## src/rtl/fsk_rx_pkg.sv

```systemverilog
package fsk_rx_pkg;
    typedef enum logic [3:0] {
        S_IDLE, S_SET_MODE, S_CARRIER, S_CHK_FREE, S_ISSUE,
        S_WAIT_IRQ, S_CHK_STAT, S_FETCH, S_OFFER
    } seq_state_t;

    typedef enum logic [1:0] {
        TAG_ID = 2'd0, TAG_HDR = 2'd1, TAG_MID = 2'd2, TAG_END = 2'd3
    } blk_tag_t;

    // register addresses
    localparam logic [1:0] REG_DATA = 2'd0;
    localparam logic [1:0] REG_STAT = 2'd1;
    localparam logic [1:0] REG_MODE = 2'd2;
    localparam logic [1:0] REG_CMD  = 2'd3;

    // status bit positions
    localparam int ST_IRQ  = 7;
    localparam int ST_FREE = 6;
    localparam int ST_CRC  = 5;
    localparam int ST_OVF  = 4;

    // mode bit positions
    localparam int MD_IRQ_EN = 0;
    localparam int MD_INV    = 5;

    // command bytes
    localparam logic [7:0] CMD_SYNC = 8'h19;
    localparam logic [7:0] CMD_HDR  = 8'h02;
    localparam logic [7:0] CMD_BLK  = 8'h03;

    // abort codes
    localparam logic [2:0] ERR_NONE    = 3'd0;
    localparam logic [2:0] ERR_NOFREE  = 3'd1;
    localparam logic [2:0] ERR_STEP0   = 3'd2;
    localparam logic [2:0] ERR_TIMEOUT = 3'd7;
endpackage

```

## src/rtl/fsk_carrier_qual.sv

```systemverilog
module fsk_carrier_qual #(
    parameter int SYMS = 8
) (
    input  logic clk,
    input  logic rst_n,
    input  logic carrier,
    input  logic sym_tick,
    output logic ok
);
    localparam int CW = $clog2(SYMS + 1);

    logic [CW-1:0] cnt;

    always_ff @(posedge clk or negedge rst_n) begin
        if (!rst_n) begin
            cnt <= '0;
        end else if (!carrier) begin
            cnt <= '0;
        end else if (sym_tick && cnt != CW'(SYMS)) begin
            cnt <= cnt + 1'b1;
        end
    end

    assign ok = carrier && (cnt == CW'(SYMS));


    carrier_clear_chk: assert property (@(posedge clk) disable iff (!rst_n)
        $fell(carrier) |=> !ok);
endmodule

```

## src/rtl/fsk_wait_timer.sv

```systemverilog
module fsk_wait_timer #(
    parameter int TMO_W = 16
) (
    input  logic             clk,
    input  logic             rst_n,
    input  logic             clr,
    input  logic             run,
    input  logic [TMO_W-1:0] limit,
    output logic             expired
);
    logic [TMO_W-1:0] cnt;

    assign expired = run && (cnt >= limit);

    always_ff @(posedge clk or negedge rst_n) begin
        if (!rst_n) begin
            cnt <= '0;
        end else if (clr) begin
            cnt <= '0;
        end else if (run && !expired) begin
            cnt <= cnt + 1'b1;
        end
    end
endmodule

```

## src/rtl/fsk_frame_rx_seq.sv

```systemverilog
module fsk_frame_rx_seq
    import fsk_rx_pkg::*;
#(
    parameter int ID_BYTES     = 3,
    parameter int HDR_BYTES    = 10,
    parameter int MID_BYTES    = 12,
    parameter int END_BYTES    = 8,
    parameter int CARRIER_SYMS = 8,
    parameter int TMO_W        = 16
) (
    input  logic             clk,
    input  logic             rst_n,
    input  logic             start,
    input  logic             inv_sym,
    input  logic             carrier,
    input  logic             sym_tick,
    input  logic [TMO_W-1:0] irq_wait_limit,
    input  logic             modem_irq,
    input  logic [7:0]       bus_rdata,
    output logic [1:0]       bus_addr,
    output logic             bus_rd,
    output logic             bus_wr,
    output logic [7:0]       bus_wdata,
    output logic             out_valid,
    input  logic             out_ready,
    output logic [7:0]       out_data,
    output logic [1:0]       out_tag,
    output logic             out_last,
    output logic             busy,
    output logic             done,
    output logic             err,
    output logic [2:0]       err_code
);
    localparam int MAX_AB = (ID_BYTES > HDR_BYTES) ? ID_BYTES : HDR_BYTES;
    localparam int MAX_CD = (MID_BYTES > END_BYTES) ? MID_BYTES : END_BYTES;
    localparam int MAX_B  = (MAX_AB > MAX_CD) ? MAX_AB : MAX_CD;
    localparam int CNT_W  = $clog2(MAX_B + 1);

    seq_state_t       state, nstate;
    blk_tag_t         step;
    logic [CNT_W-1:0] byte_cnt, blk_len;
    logic [7:0]       data_q, cmd_byte, mode_byte;
    logic             carrier_ok, tmo, stat_ok, blk_end;

    fsk_carrier_qual #(.SYMS(CARRIER_SYMS)) u_qual (
        .clk(clk), .rst_n(rst_n), .carrier(carrier),
        .sym_tick(sym_tick), .ok(carrier_ok)
    );

    fsk_wait_timer #(.TMO_W(TMO_W)) u_timer (
        .clk(clk), .rst_n(rst_n), .clr(state == S_ISSUE),
        .run(state == S_WAIT_IRQ), .limit(irq_wait_limit), .expired(tmo)
    );

    always_comb begin
        unique case (step)
            TAG_ID:  begin blk_len = CNT_W'(ID_BYTES);  cmd_byte = CMD_SYNC; end
            TAG_HDR: begin blk_len = CNT_W'(HDR_BYTES); cmd_byte = CMD_HDR;  end
            TAG_MID: begin blk_len = CNT_W'(MID_BYTES); cmd_byte = CMD_BLK;  end
            TAG_END: begin blk_len = CNT_W'(END_BYTES); cmd_byte = CMD_BLK;  end
        endcase
    end

    assign mode_byte = 8'((32'(inv_sym) << MD_INV) | (32'd1 << MD_IRQ_EN));
    assign stat_ok   = bus_rdata[ST_IRQ] && bus_rdata[ST_FREE] && !bus_rdata[ST_OVF]
                       && ((step == TAG_MID) || !bus_rdata[ST_CRC]);
    assign blk_end   = (byte_cnt + 1'b1) == blk_len;

    // state register
    always_ff @(posedge clk or negedge rst_n) begin
        if (!rst_n) state <= S_IDLE;
        else        state <= nstate;
    end

    // next state and bus outputs
    always_comb begin
        nstate    = state;
        bus_rd    = 1'b0;
        bus_wr    = 1'b0;
        bus_addr  = REG_DATA;
        bus_wdata = 8'h00;
        unique case (state)
            S_IDLE:     if (start) nstate = S_SET_MODE;
            S_SET_MODE: begin
                bus_wr = 1'b1; bus_addr = REG_MODE; bus_wdata = mode_byte;
                nstate = S_CARRIER;
            end
            S_CARRIER:  if (carrier_ok) nstate = S_CHK_FREE;
            S_CHK_FREE: begin
                bus_rd = 1'b1; bus_addr = REG_STAT;
                nstate = bus_rdata[ST_FREE] ? S_ISSUE : S_IDLE;
            end
            S_ISSUE: begin
                bus_wr = 1'b1; bus_addr = REG_CMD; bus_wdata = cmd_byte;
                nstate = S_WAIT_IRQ;
            end
            S_WAIT_IRQ: begin
                if (modem_irq) nstate = S_CHK_STAT;
                else if (tmo)  nstate = S_IDLE;
            end
            S_CHK_STAT: begin
                bus_rd = 1'b1; bus_addr = REG_STAT;
                nstate = stat_ok ? S_FETCH : S_IDLE;
            end
            S_FETCH: begin
                bus_rd = 1'b1; bus_addr = REG_DATA;
                nstate = S_OFFER;
            end
            S_OFFER: begin
                if (out_ready) begin
                    if (!blk_end)              nstate = S_FETCH;
                    else if (step == TAG_END)  nstate = S_IDLE;
                    else                       nstate = S_ISSUE;
                end
            end
        endcase
    end

    // datapath and sticky flags
    always_ff @(posedge clk or negedge rst_n) begin
        if (!rst_n) begin
            step     <= TAG_ID;
            byte_cnt <= '0;
            data_q   <= '0;
            err      <= 1'b0;
            err_code <= ERR_NONE;
            done     <= 1'b0;
        end else begin
            done <= 1'b0;
            unique case (state)
                S_IDLE: if (start) begin
                    err <= 1'b0; err_code <= ERR_NONE; step <= TAG_ID;
                end
                S_CHK_FREE: if (!bus_rdata[ST_FREE]) begin
                    err <= 1'b1; err_code <= ERR_NOFREE;
                end
                S_WAIT_IRQ: if (!modem_irq && tmo) begin
                    err <= 1'b1; err_code <= ERR_TIMEOUT;
                end
                S_CHK_STAT: begin
                    byte_cnt <= '0;
                    if (!stat_ok) begin
                        err <= 1'b1; err_code <= ERR_STEP0 + 3'(step);
                    end
                end
                S_FETCH: data_q <= bus_rdata;
                S_OFFER: if (out_ready) begin
                    if (!blk_end) begin
                        byte_cnt <= byte_cnt + 1'b1;
                    end else if (step == TAG_END) begin
                        done <= 1'b1;
                    end else begin
                        step <= blk_tag_t'(step + 2'd1);
                    end
                end
                default: ;
            endcase
        end
    end

    assign out_valid = (state == S_OFFER);
    assign out_data  = data_q;
    assign out_tag   = step;
    assign out_last  = (state == S_OFFER) && blk_end && (step == TAG_END);
    assign busy      = (state != S_IDLE);


    bus_excl_chk: assert property (@(posedge clk) disable iff (!rst_n)
        !(bus_rd && bus_wr));

    idle_quiet_chk: assert property (@(posedge clk) disable iff (!rst_n)
        !busy |-> !(bus_rd || bus_wr));

    out_hold_chk: assert property (@(posedge clk) disable iff (!rst_n)
        (out_valid && !out_ready) |=> (out_valid && $stable(out_data) && $stable(out_tag)));

    last_tag_chk: assert property (@(posedge clk) disable iff (!rst_n)
        (out_valid && out_last) |-> (out_tag == TAG_END));

    err_rise_chk: assert property (@(posedge clk) disable iff (!rst_n)
        $rose(err) |-> ($past(busy) && !busy && (err_code != ERR_NONE)));

    cmd_code_chk: assert property (@(posedge clk) disable iff (!rst_n)
        (bus_wr && bus_addr == REG_CMD) |->
            (bus_wdata == CMD_SYNC || bus_wdata == CMD_HDR || bus_wdata == CMD_BLK));

    done_clean_chk: assert property (@(posedge clk) disable iff (!rst_n)
        done |-> (!busy && !err));
endmodule

```

## config.mk

```make
export PLATFORM = sky130hd
export DESIGN_NAME = fsk_frame_rx_seq
export DESIGN_NICKNAME = d
export VERILOG_FILES = /design/src/rtl/fsk_rx_pkg.sv /design/src/rtl/fsk_carrier_qual.sv /design/src/rtl/fsk_wait_timer.sv /design/src/rtl/fsk_frame_rx_seq.sv
export SDC_FILE = /design/constraint.sdc
export NUM_CORES = 1
export LEC_CHECK = 0
export BUFFER_PORTS_ARGS = -buffer_cell sky130_fd_sc_hd__buf_2
export CAP_MARGIN = 0
export CORE_UTILIZATION = 53
export DETAILED_ROUTE_END_ITERATION = 8
export GPL_TIMING_DRIVEN = 0
export PLACE_DENSITY = 0.9
export SYNTH_ARGS = -nofsm -noshare
export SYNTH_HDL_FRONTEND = slang
export SYNTH_SLANG_ARGS = --single-unit
```

## constraint.sdc

```tcl
create_clock -name clk -period 4.9 [get_ports clk]
set_clock_uncertainty 0.1 [all_clocks]
set_input_delay 0.735 -clock clk [delete_from_list [all_inputs] [get_ports clk]]
set_output_delay 0.735 -clock clk [all_outputs]
set_load 0.005 [all_outputs]
```

==> flow_metrics.py, run 1 <==
metrics = {
    "outcome": {
        "outcome": "finished clean",
    },
    "synth": {
        "ys_ff_latch": 43,
        "synth.distinct_cells": 51,
        "avgSynthCellArea_um2": 9.17,
        "synth_top_cells_by_area": "dfrtp_1 37%, ha_1 11%, mux2_2 5.4%",
        "yosysMostFrequentCell": "dfrtp_1",
        "synth_top_area_share_pct": 36.5,
        "yosysTopAreaCell": "dfrtp_1",
        "synth_edf_count": 0,
        "netlist_area_mm2": 0.00294,
        "ys_warn_count": 0,
        "async_flop_share_pct": 100,
        "synth_seq_area_share_pct": 36.5,
        "synth_common_cells": "43 x dfrtp_1, 26 x ha_1, 26 x inv_1, 24 x a21oi_1, 23 x nand2_1",
        "syn_inst": 321,
        "synth_ff_type": "dfrtp_1",
    },
    "routing": {
        "dr_wl_met3_um": 496,
        "routed_wl_mm": 6.68,
        "vias": 2654,
        "drtAntennaViolNets": 0,
        "routedWlPerCell_um": 14.5,
        "initialDrtViolationCount": 166,
        "top_layer_used": "met4",
        "route.detailed.drc": 0,
        "first_pass_iters": 5,
        "dr_wl_met2_mm": 3.20,
        "wl_met1_mm": 2.89,
        "routed_via_density": 5.78,
    },
    "worst_setup_path": {
        "rrSetupSlack_ps": 2090,
        "cp_cell_sequence": "clkbuf_1 > clkbuf_1 > nor3_1 > and2_1 > buf_4 > buf_2",
        "start_kind": "flip-flop",
        "crit_buf_inv": 4,
        "path_depth": 6,
        "startpoint": "state[1]",
        "path_class": "reg2out",
        "path_max_fanout": 10,
        "worstPathRequired_ps": 4070,
        "reg2reg_from": "u_timer.cnt[10]",
        "timing.rr.end": "err",
        "endpoint_kind": "output pin",
        "slowest_delay_ps": 590,
        "cp_common_cell": "clkbuf_1",
        "arrival_ps": 2230,
        "critPathTopFamily": "simple AND/OR/NAND/NOR gates",
        "r2r_cells": 8,
        "endpoint": "bus_wdata[4]",
        "crit_slowest_cell": "nor3_1",
    },
    "global_route": {
        "overflow": 0,
        "track_usage_pct": 23.7,
        "antenna_found_initial": 0,
        "grt_pass1_wl_mm": 11.0,
        "grt_max_degree": 44,
        "grt_pass1_vias": 2514,
    },
    "sta": {
        "setup_ws_ps": 1830,
        "period_share_pct": 62.6,
        "fin_setup_tns_ps": 0,
        "hold_viol": 0,
        "setup_viol_count_final": 0,
        "fmax_mhz": 326,
        "tightest_slew_ps": 947,
        "slew_headroom_pct": 36.9,
        "min_period_ps": 3070,
        "slew_violations": 0,
        "rsz0062_at_grt": "false",
    },
    "final_layout": {
        "num_antenna_cells": 0,
        "area_growth_pct": 17.7,
        "nets": 446,
        "layout-drive-gt1-share_pct": 25.2,
    },
    "die": {
        "start_util_pct": 56.2,
        "row_count": 26,
        "io_pins": 62,
        "dieArea_mm2": 0.00586,
        "die_w_um": 76.5,
        "die_y_um": 76.5,
        "coreArea_mm2": 0.00524,
    },
    "placed_design": {
        "gp_congestion": 0.915,
        "place_ws_ps": 1650,
        "hpwl_mm": 5.11,
        "numPortBuffers": 58,
    },
    "power": {
        "power_frac_seq_pct": 35.9,
        "clockPowerShare_pct": 20.5,
        "cellPowerDensity_mw_per_mm2": 463,
        "max-vdd-ir-drop_v": 0.000310,
        "p_int_w": 0.00101,
        "switching_share_pct": 37.3,
        "comb_power_share_pct": 43.6,
        "p_leak_nw": 1.67,
        "p_sw_w": 0.000598,
        "power.total_w": 0.00160,
    },
    "clock_tree": {
        "cts_sinks": 43,
        "cts_resized": 0,
        "cts_root_buf": "clkbuf_8",
        "holdBufCountCts": 0,
        "cts_buffers": 5,
        "clockBufferDepth": 2,
        "cts_setup_buffers": 0,
        "cts_tree": "done",
        "h-tree-depth": 2,
        "worstSkewPairLatency_ps": 300,
        "path_clk_slew_ps": 90,
    },
    "worst_hold_path": {
        "hold_class": "reg2reg",
    },
    "job": {
        "drv_cap": 0,
    },
}
==> layout by cell type (no fill, tap or decap), types with 3 or more instances in the layout <==
cell and n:
or3_1 8, nor3b_1 3, a21oi_1 24, nor4_1 3, xnor2_1 6, and2_1 6, nand3_1 17, nand4_1 4
mux2i_1 3, and3_1 3, buf_2 61, dfrtp_1 43, clkbuf_1 7, nor3_1 4, a22o_1 4, buf_4 5
nand2_1 23, nor2b_1 5, a32o_1 3, o31ai_1 4, clkbuf_8 5, or4_1 4, inv_1 26, ha_1 26
conb_1 3, nand2b_1 5, mux2_2 14, nor2_1 19, a21o_1 3, o21ai_0 17
==> state kept, by name, summed over array words and instances (netlist names) <==
name         cells
u_timer.cnt     16
out_data         8
byte_cnt         4
state            4
u_qual.cnt       4
err_code         3
out_tag          2
done             1
err              1
==> worst reg2reg max path: cells and delay by family, from the launching register on <==
family	cells	cell delay, ps
compound gates	1	290
buf+inv	1	150
flops	1	450
mux	1	340
fa+ha+maj	1	330
simple gates	4	1040
==> how the worst min path moves through the flow <==
stage | slack (ps) | cells after the start | from | end
finish | 410 | 1 | out_data[2] | out_data[2]
global route | 430 | 1 | out_data[2] | out_data[2]
CTS | 410 | 1 | out_data[2] | out_data[2]
detailed placement | 390 | 1 | out_data[2] | out_data[2]
global placement | 380 | 1 | out_data[5] | out_data[5]
floorplan | 340 | 0 | rst_n | byte_cnt[0]
==> power groups by stage <==
stage               clock network [W]  logic (W)  registers (W)
floorplan                           0   0.000488       0.000555
global placement                    0   0.000658       0.000570
detailed placement                  0   0.000690       0.000579
CTS                          0.000332   0.000695       0.000573
global route                 0.000348   0.000776       0.000588
finish                       0.000329   0.000699       0.000576
==> cell families (layout without fill, tap and decap cells) <==
logic type               count (synthesis)  in the layout  synth area share, %
AO/OA/AOI/OAI                           71             71                 16.0
XOR/XNOR                                 8              8                 2.38
adder cells (fa/ha/maj)                 26             26                 11.0
buffers and inverters                   43            109                 6.76
flip-flops                              43             43                 36.5
multiplexers                            17             17                 6.37
other                                    1              3                0.127
AND/OR/NAND/NOR                        112            112                 20.7
==> per-stage QoR <==
stage                     utilization, %  cell area (um2)  std cells  hold slack [ps]
final                               66.2             3470        459              406
after CTS                           66.2             3470        459              410
after detailed placement            63.6             3330        451              392
after floorplan                        -             2950        323              339
after global routing                66.2             3470        459              430
after global placement              63.6             3330        451              384
==> layout make-up <==
type | instances | area (um2)
Buffer | 17 | 101
Clock buffer | 5 | 68.8
Clock inverter | 3 | 67.6
Fill cell | 435 | 1770
Inverter | 26 | 97.6
Multi-Input combinational cell | 237 | 1680
Sequential cell | 43 | 1080
Tap cell | 70 | 87.6
Timing Repair Buffer | 58 | 290
==> metal layers <==
layer / track usage [%] / up-vias
li1: - / 1278
met1: 29.3 / 1240
met3: 5.87 / 10
met5: 0 / -
met4: 7.69 / 0
met2: 40.5 / 126
(Power assumes the default switching activity.)
==> run 2: changes to the inputs <==
--- a/config.mk
+++ b/config.mk
@@ -5,12 +5,13 @@
 export SDC_FILE = /design/constraint.sdc
 export NUM_CORES = 1
 export LEC_CHECK = 0
+export ABC_AREA = 1
 export BUFFER_PORTS_ARGS = -buffer_cell sky130_fd_sc_hd__buf_2
 export CAP_MARGIN = 0
 export CORE_UTILIZATION = 53
 export DETAILED_ROUTE_END_ITERATION = 8
 export GPL_TIMING_DRIVEN = 0
-export PLACE_DENSITY = 0.9
+export PLACE_DENSITY = 0.89
 export SYNTH_ARGS = -nofsm -noshare
 export SYNTH_HDL_FRONTEND = slang
 export SYNTH_SLANG_ARGS = --single-unit
==> constraint.sdc (replaced) <==
create_clock -name clk -period 2.9 [get_ports clk]
set_clock_uncertainty 0.1 [all_clocks]
set_input_delay 0.435 -clock clk [delete_from_list [all_inputs] [get_ports clk]]
set_output_delay 0.435 -clock clk [all_outputs]
set_load 0.005 [all_outputs]
==> run 2 against run 1 <==
  * Critical path type unchanged
  * Global-route usage grew 0.86 points
  * Cell count grew 27%
  * Core utilization shrank 1.5 points
  * Register-to-register slack lost 1400 ps
  * Worst hold slack lost 210 ps
==> flow_metrics.py, run 2 <==
metrics = {
    "synth": {
        "synth_top_area_share_pct": 34.2,
        "synth.distinct_cells": 32,
        "synth_ff_type": "dfrtp_1",
        "synth_top_cells_by_area": "dfrtp_1 34%, nand2_1 15%, ha_1 10%",
        "netlist_area_mm2": 0.00315,
        "yosysMostFrequentCell": "nand2_1",
        "ys_warn_count": 0,
        "synth_edf_count": 0,
        "async_flop_share_pct": 100,
        "avgSynthCellArea_um2": 7.09,
        "syn_inst": 444,
        "ys_ff_latch": 43,
        "yosysTopAreaCell": "dfrtp_1",
        "synth_common_cells": "130 x nand2_1, 56 x inv_1, 51 x nand3_1, 48 x nor2_1, 43 x dfrtp_1",
        "synth_seq_area_share_pct": 34.2,
    },
    "clock_tree": {
        "holdBufCountCts": 0,
        "cts_tree": "done",
        "h-tree-depth": 2,
        "clockBufferDepth": 2,
        "cts_sinks": 43,
        "cts_buffers": 5,
        "worstSkewPairLatency_ps": 300,
        "path_clk_slew_ps": 80,
        "cts_root_buf": "clkbuf_8",
        "cts_resized": 0,
        "cts_setup_buffers": 0,
    },
    "final_layout": {
        "largest_reg_flops": 16,
        "layout_commonest_cell": "nand2_1",
        "area_growth_pct": 15.1,
        "layout-drive-gt1-share_pct": 18.8,
        "multi_input_area_mm2": 0.00178,
        "fill_cells": 479,
        "registers.top_by_ff_count": "u_timer.cnt",
        "fin_area_mm2": 0.00362,
        "layout_common_cells": "130 x nand2_1, 61 x buf_2, 56 x inv_1",
        "nets": 569,
        "num_antenna_cells": 0,
        "seq_area_mm2": 0.00108,
    },
    "placed_design": {
        "place_area_mm2": 0.00354,
        "numPortBuffers": 58,
        "gp_congestion": 0.928,
        "hpwl_mm": 5.65,
        "place_ws_ps": 612,
    },
    "worst_setup_path": {
        "cp_cell_sequence": "inv_2 > nor2_4 > nand2_2 > clkbuf_1 > nand2_1 > buf_4 > buf_2",
        "endpoint_kind": "output pin",
        "path_max_fanout": 10,
        "crit_slowest_cell": "dfrtp_1",
        "slowest_delay_ps": 410,
        "path_depth": 7,
        "arrival_ps": 1830,
        "start_kind": "flip-flop",
        "crit_buf_inv": 4,
        "worstPathRequired_ps": 2370,
        "path_class": "reg2out",
        "timing.rr.end": "u_timer.cnt[4]",
        "r2r_cells": 10,
        "rrSetupSlack_ps": 730,
        "critPathTopFamily": "buffers and inverters",
        "reg2reg_from": "u_timer.cnt[13]",
    },
    "global_route": {
        "grt_max_degree": 44,
        "grt_pass1_wl_mm": 12.1,
        "grt_pass1_vias": 2909,
        "antenna_found_initial": 0,
        "overflow": 0,
        "track_usage_pct": 24.6,
    },
    "sta": {
        "period_share_pct": 81.6,
        "hold_viol": 0,
        "fmax_mhz": 423,
        "slew_violations": 0,
        "tightest_slew_ps": 976,
        "rsz0062_at_grt": "false",
        "setup_viol_count_final": 0,
        "min_period_ps": 2370,
        "setup_ws_ps": 535,
        "fin_hold_ws_ps": 191,
        "fin_setup_tns_ps": 0,
        "slew_headroom_pct": 35.0,
    },
    "routing": {
        "route.detailed.drc": 0,
        "vias": 3022,
        "initialDrtViolationCount": 159,
        "routed_via_density": 5.18,
        "first_pass_iters": 4,
        "routedWlPerCell_um": 12.4,
        "drtAntennaViolNets": 0,
        "routed_wl_mm": 7.25,
    },
    "die": {
        "dieArea_mm2": 0.00625,
        "io_pins": 62,
        "die_y_um": 79.1,
        "die_w_um": 79.1,
        "start_util_pct": 56.2,
        "row_count": 27,
        "coreArea_mm2": 0.00561,
    },
    "worst_hold_path": {
        "hold_class": "in2async",
    },
    "outcome": {
        "outcome": "finished clean",
    },
    "power": {
        "max-vdd-ir-drop_v": 0.000454,
        "p_leak_nw": 2.07,
        "cellPowerDensity_mw_per_mm2": 599,
    },
    "job": {
        "drv_cap": 0,
    },
}
-- run 2: changes by cell type after synthesis, moves of 6 or more --
| cell | change |
|---|---|
| nand2_1 | +107 |
| a21oi_1 | -13 |
| inv_1 | +30 |
| mux2_2 | -8 |
| nand4_1 | +6 |
| xor2_1 | +7 |
| nor2_1 | +29 |
| nand3_1 | +34 |
| or3_1 | -8 |
-- run 2: kinds of logic (layout without fill, tap and decap cells) --
group	count (synthesis)	count (layout)	synth area share, %
compound gates	25	25	4.13
xor+xnor	10	10	2.78
fa+ha+maj	26	26	10.3
buf+inv	72	137	9.53
flops	43	43	34.2
mux	6	6	2.15
other cells	1	3	0.119
simple gates	261	261	36.8
-- run 2: report_power, final --
part | internal (W) | leakage, nW | switching [W]
logic | 0.000392 | 1.45 | 0.000586
registers | 0.000715 | 0.572 | 0.0000851
clock network | 0.000187 | 0.0470 | 0.000207
total | 0.00129 | 2.07 | 0.000878
-- run 2: worst max path at each step --
stage | to | slack [ps] | startpoint
after floorplan | err_code[0] | 920 | irq_wait_limit[13]
after global placement | err_code[2] | 650 | irq_wait_limit[13]
after detailed placement | u_timer.cnt[4] | 610 | irq_wait_limit[13]
after CTS | bus_addr[1] | 510 | state[2]
after global routing | out_last | 380 | out_tag[0]
final | bus_addr[1] | 530 | state[2]
-- run 2: routing by layer --
layer | global-route usage, % | vias up | share of wire, %
li1 | - | 1540 | -
met1 | 28.3 | 1377 | 42
met2 | 44.2 | 91 | 51
met3 | 4.60 | 14 | 4.8
met4 | 10.5 | 0 | 2.0
met5 | 0 | - | 0
-- run 2: layout make-up --
type / count / area share [%]
tap: 72 / 2.49
clock inverter: 1 / 0.138
inverter: 60 / 6.21
sequential: 43 / 29.7
timing repair buffer: 58 / 8.01
multi-input combinational: 331 / 49.1
buffer: 12 / 2.07
clock buffer: 6 / 2.28
-- run 2: stage by stage --
stage | cells | total power (W) | utilization (%)
3_5_place_dp | 576 | 0.00178 | 63.1
4_1_cts | 583 | 0.00218 | 64.6
3_3_place_gp | 576 | 0.00174 | 63.1
6_report | 583 | 0.00217 | 64.6
2_1_floorplan | 446 | 0.00145 | -
5_1_grt | 583 | 0.00233 | 64.6
